[src/rtl/sar_serial_master.sv]
module sar_serial_master #(
  parameter int RES_W       = 16,
  parameter int CONV_CYCLES = 24,
  parameter int SCLK_DIV    = 4
) (
  input  logic             clk,
  input  logic             rst_n,
  input  logic             conv_start,
  input  logic             read_mode,
  input  logic             clk_sel_ext,
  input  logic             inv_sclk,
  input  logic             inv_frame,
  input  logic             cs_n,
  input  logic             rd_n,
  input  logic [RES_W-1:0] par_data,
  output logic             busy,
  output logic             sclk,
  output logic             frame,
  output logic             sdata
);
  localparam int CW = $clog2(CONV_CYCLES + 1);
  localparam int DW = (SCLK_DIV > 2) ? $clog2(SCLK_DIV) : 1;
  localparam int BW = $clog2(RES_W);

  logic             start_q, conv_on, xfer, mode_q;
  logic [CW-1:0]    conv_cnt;
  logic [DW-1:0]    div_cnt;
  logic [BW-1:0]    bit_cnt;
  logic [RES_W-1:0] last_res, shreg;

  wire en         = ~cs_n & ~rd_n & ~clk_sel_ext;
  wire start_edge = conv_start & ~start_q;
  wire idle       = ~busy & ~xfer;
  wire conv_end   = conv_on && (conv_cnt == CW'(CONV_CYCLES - 1));
  wire bit_end    = xfer && en && (div_cnt == DW'(SCLK_DIV - 1));
  wire last_bit   = bit_end && (bit_cnt == BW'(RES_W - 1));
  wire sclk_int   = div_cnt >= DW'(SCLK_DIV / 2);
  wire live       = xfer & en;

  assign sclk  = (live & sclk_int) ^ inv_sclk;
  assign frame = live ^ inv_frame;
  assign sdata = live & shreg[RES_W-1];

  always_ff @(posedge clk or negedge rst_n) begin
    if (!rst_n) begin
      start_q  <= 1'b0;
      conv_on  <= 1'b0;
      xfer     <= 1'b0;
      mode_q   <= 1'b0;
      busy     <= 1'b0;
      conv_cnt <= '0;
      div_cnt  <= '0;
      bit_cnt  <= '0;
      last_res <= '0;
      shreg    <= '0;
    end else begin
      start_q <= conv_start;
      if (start_edge && idle) begin
        busy     <= 1'b1;
        conv_on  <= 1'b1;
        conv_cnt <= '0;
        mode_q   <= read_mode;
        if (read_mode) begin
          xfer    <= 1'b1;
          shreg   <= last_res;
          bit_cnt <= '0;
          div_cnt <= '0;
        end
      end else begin
        if (conv_on) begin
          if (conv_end) begin
            conv_on  <= 1'b0;
            last_res <= par_data;
            if (mode_q) begin
              busy <= 1'b0;
            end else begin
              xfer    <= 1'b1;
              shreg   <= par_data;
              bit_cnt <= '0;
              div_cnt <= '0;
            end
          end else begin
            conv_cnt <= conv_cnt + 1'b1;
          end
        end
        if (live) begin
          if (bit_end) begin
            div_cnt <= '0;
            if (last_bit) begin
              xfer <= 1'b0;
              if (!mode_q) busy <= 1'b0;
            end else begin
              bit_cnt <= bit_cnt + 1'b1;
              shreg   <= {shreg[RES_W-2:0], 1'b0};
            end
          end else begin
            div_cnt <= div_cnt + 1'b1;
          end
        end
      end
    end
  end
endmodule

[config.mk]
export PLATFORM = sky130hd
export DESIGN_NAME = sar_serial_master
export DESIGN_NICKNAME = d
export VERILOG_FILES = /design/src/rtl/sar_serial_master.sv
export SDC_FILE = /design/constraint.sdc
export NUM_CORES = 1
export LEC_CHECK = 0
export ABC_CLOCK_PERIOD_IN_PS = 2800
export BUFFER_PORTS_ARGS = -buffer_cell sky130_fd_sc_hd__buf_2
export CAP_MARGIN = 25
export CORE_ASPECT_RATIO = 0.9
export CORE_MARGIN = 5
export CORE_UTILIZATION = 30
export CTS_CLUSTER_DIAMETER = 150
export DETAILED_ROUTE_END_ITERATION = 10
export GPL_TIMING_DRIVEN = 0
export SLEW_MARGIN = 5
export SYNTH_ARGS = -nofsm -noshare
export SYNTH_HDL_FRONTEND = slang
export SYNTH_SLANG_ARGS = --single-unit
[constraint.sdc]
create_clock -name clk -period 2.8 [get_ports clk]
set_clock_uncertainty 0.1 [all_clocks]
set_input_delay 0.28 -clock clk [delete_from_list [all_inputs] [get_ports clk]]
set_output_delay 0.28 -clock clk [all_outputs]
set_load 0.01 [all_outputs]
==> impl_metrics.json <==
{
  "stdcell_area_sq_um": 2930,
  "period_share": 0.767,
  "area.growth.synth_to_final_pct": 16.3,
  "grt_max_degree": 37,
  "slowest_stage": "nor4b_4",
  "hold_depth": 2,
  "timing.slew.headroom": 0.647,
  "syn_area_sq_um": 2520,
  "post_drt_wl_per_cell_microns": 15.5,
  "criticalPathCategory": "flop to primary output",
  "ys_warn_count": 0,
  "io_pins": 29,
  "cts-resized-gates": 0,
  "firstDrtPassIters": 4,
  "maxCapViolCount": 0,
  "worst_setup_path_start_kind": "flop",
  "ys_seq_area_frac": 0.477,
  "drv_slew": 0,
  "dpl-instance-area_sq_um": 2800,
  "dieArea_sq_um": 10300,
  "vias": 1767,
  "dp.final_hpwl_microns": 3850,
  "critPathMaxStageDelay_ns": 0.50,
  "hold_class": "primary input to flop",
  "cp.required_ns": 2.42,
  "leakagePower_nw": 1.26,
  "power_density_nw_per_um2": 849,
  "wl_microns": 5350,
  "clock-root-buffer": "clkbuf_8",
  "final_nets": 274,
  "end_kind": "primary output",
  "synth_edf_count": 0,
  "fill_cells": 795,
  "outcome": "finished, final reports clean",
  "drc": 0,
  "floorplan.die.height_microns": 96.9,
  "worst_pin_slew_ns": 0.527,
  "final_antenna_net_count": 0,
  "rows": 31,
  "post-route-min-period_ns": 2.15,
  "cts_max_path_buffers": 2,
  "ys.flop_type": "dfrtp_1",
  "clock-sinks": 48,
  "start_util": 0.311,
  "cts_tree": "built",
  "finalHoldViolations": 0,
  "grt_usage": 0.109,
  "synth.net_count": 237,
  "place_congestion": 0.696,
  "vias_per_cell": 5.12,
  "critPathArrivalTime_ns": 1.77,
  "synthArstFlopShare": 1.00,
  "reg2reg_depth": 5,
  "die_width_microns": 107,
  "crit_fanout": 10,
  "antenna_cells": 0,
  "fmax_mhz": 466,
  "postSynthCellCount": 208,
  "ys_types": 44,
  "clk_pin_slew_worst_paths_ns": 0.09,
  "ir_worst_vdd_v": 0.000409,
  "cts-htree-levels": 2,
  "syn-mean-instance-area_sq_um": 12.1,
  "setup_viol": 0,
  "portBuffers": 27,
  "grt_pass1_vias": 1859,
  "overflow": 0,
  "antenna_found_initial": 0,
  "cts_buffers": 5,
  "setup_tns_ns": 0,
  "layout-drive-gt1-share": 0.341,
  "synth_seq_cells": 48,
  "rsz0062_at_grt": "false",
  "fin_util": 0.361,
  "clk_latency_ns": 0.29,
  "core_sq_um": 8110,
  "grt_pass1_wl_microns": 9190,
  "drt_iter0_drc": 31,
  "crit_chain": "nor4b_4 -> o21ai_0 -> xnor2_1 -> buf_2"
}
-- report_power, final --
group	leakage, nW	internal, mW	switching [mW]
clock	0.0541	0.264	0.236
combinational	0.621	0.423	0.322
sequential	0.588	1.00	0.240
-- final timing paths --
path	startpoint	endpoint	slack, ns
setup / recovery	xfer	sclk	0.65
hold / removal	par_data[4]	last_res[4]	0.13
setup reg to reg	conv_cnt[0]	last_res[15]	0.74
hold reg to reg	bit_cnt[3]	bit_cnt[3]	0.40
max in group asynchronous	rst_n	last_res[5]	1.78
min in group asynchronous	rst_n	shreg[12]	0.32
-- sequential cells by signal (all words and copies together), names as in the netlist --
register,count
bit_cnt,4
busy,1
conv_cnt,5
conv_on,1
div_cnt,2
last_res,16
mode_q,1
shreg,16
start_q,1
xfer,1
-- logic make-up after synthesis --
kind of cell,after synthesis,synth area share
buf+inv,13,0.0422
flops,48,0.477
xor+xnor,5,0.0174
simple gates,44,0.114
fa+ha+maj,4,0.0199
compound gates,45,0.122
mux,49,0.208
-- routing by layer --
metal | vias to the layer above | part of all wire | track usage
met5 | - | 0 | 0
met4 | 0 | 0.0088 | 0.0265
met3 | 5 | 0.043 | 0.0253
met2 | 32 | 0.46 | 0.168
met1 | 882 | 0.49 | 0.154
li1 | 848 | - | -
-- per-stage QoR --
stage	power [mW]	hold WS, ns	cells	setup slack [ns]
CTS	2.51	0.00833	344	0.627
global placement	1.96	0.318	334	0.745
finish	2.49	0.128	345	0.653
detailed placement	2.01	0.105	335	0.737
global route	2.69	0.114	345	0.468
floorplan	1.80	-0.116	208	1.07
-- critical path: cells and delay by family (launching register included) --
family                    cells  cell delay [ns]
DFF                           1             0.46
buffers and inverters         1             0.15
and+or+nand+nor               1             0.50
AOI/OAI and AO/OA             1             0.21
xor gates and xnor gates      1             0.16
-- layout by cell type, fill, tap and decap left out, drive strengths merged, types with 2 or more instances in the layout --
| master | synthesis | layout |
|---|---|---|
| buf | 9 | 37 |
| o221ai | 5 | 5 |
| nor2 | 9 | 9 |
| dfrtp | 48 | 48 |
| o21ai | 3 | 3 |
| inv | 3 | 3 |
| nand3 | 6 | 6 |
| nand2 | 16 | 16 |
| a31oi | 3 | 3 |
| o22ai | 12 | 12 |
| ha | 4 | 4 |
| nor4b | 2 | 2 |
| o31ai | 2 | 2 |
| xor2 | 4 | 4 |
| clkbuf | 1 | 6 |
| mux2i | 23 | 23 |
| mux2 | 26 | 26 |
| dlygate4sd3 | 0 | 2 |
| nor3 | 3 | 3 |
| and2 | 2 | 2 |
| a22o | 2 | 2 |
| a21oi | 12 | 12 |
-- Yosys cell counts (all sizes together) (2+ instances only) --
library cell   n  area, sq um
xor2           4         35.0
mux2          26          293
o221ai         5         43.8
nor3           3         31.3
inv            3         11.3
and2           2         15.0
mux2i         23          230
nand2         16         60.1
a21oi         12         63.8
o22ai         12         81.3
nor2           9         41.3
dfrtp         48         1200
a31oi          3         18.8
ha             4         50.1
nand3          6         35.0
o31ai          2         15.0
o21ai          3         15.0
nor4b          2         47.6
buf            9         81.3
a22o           2         20.0
-- timing repair --
item                                   4_1_cts  5_1_grt
hold buffers                                 1        1
endpoints found under the hold margin       12        1
setup buffers                                0        0
-- layout make-up --
cell class / count / area, sq um / share of cell area
plain buffers: 10 / 95.1 / 0.0325
clock buffers: 5 / 68.8 / 0.0235
clock inverters: 3 / 42.5 / 0.0145
inverters: 3 / 11.3 / 0.00384
multi-input cells: 147 / 1210 / 0.413
flip-flops and latches: 48 / 1200 / 0.410
well taps: 99 / 124 / 0.0423
repair buffers: 30 / 175 / 0.0598
No activity file was read; power rests on OpenSTA's default activity.
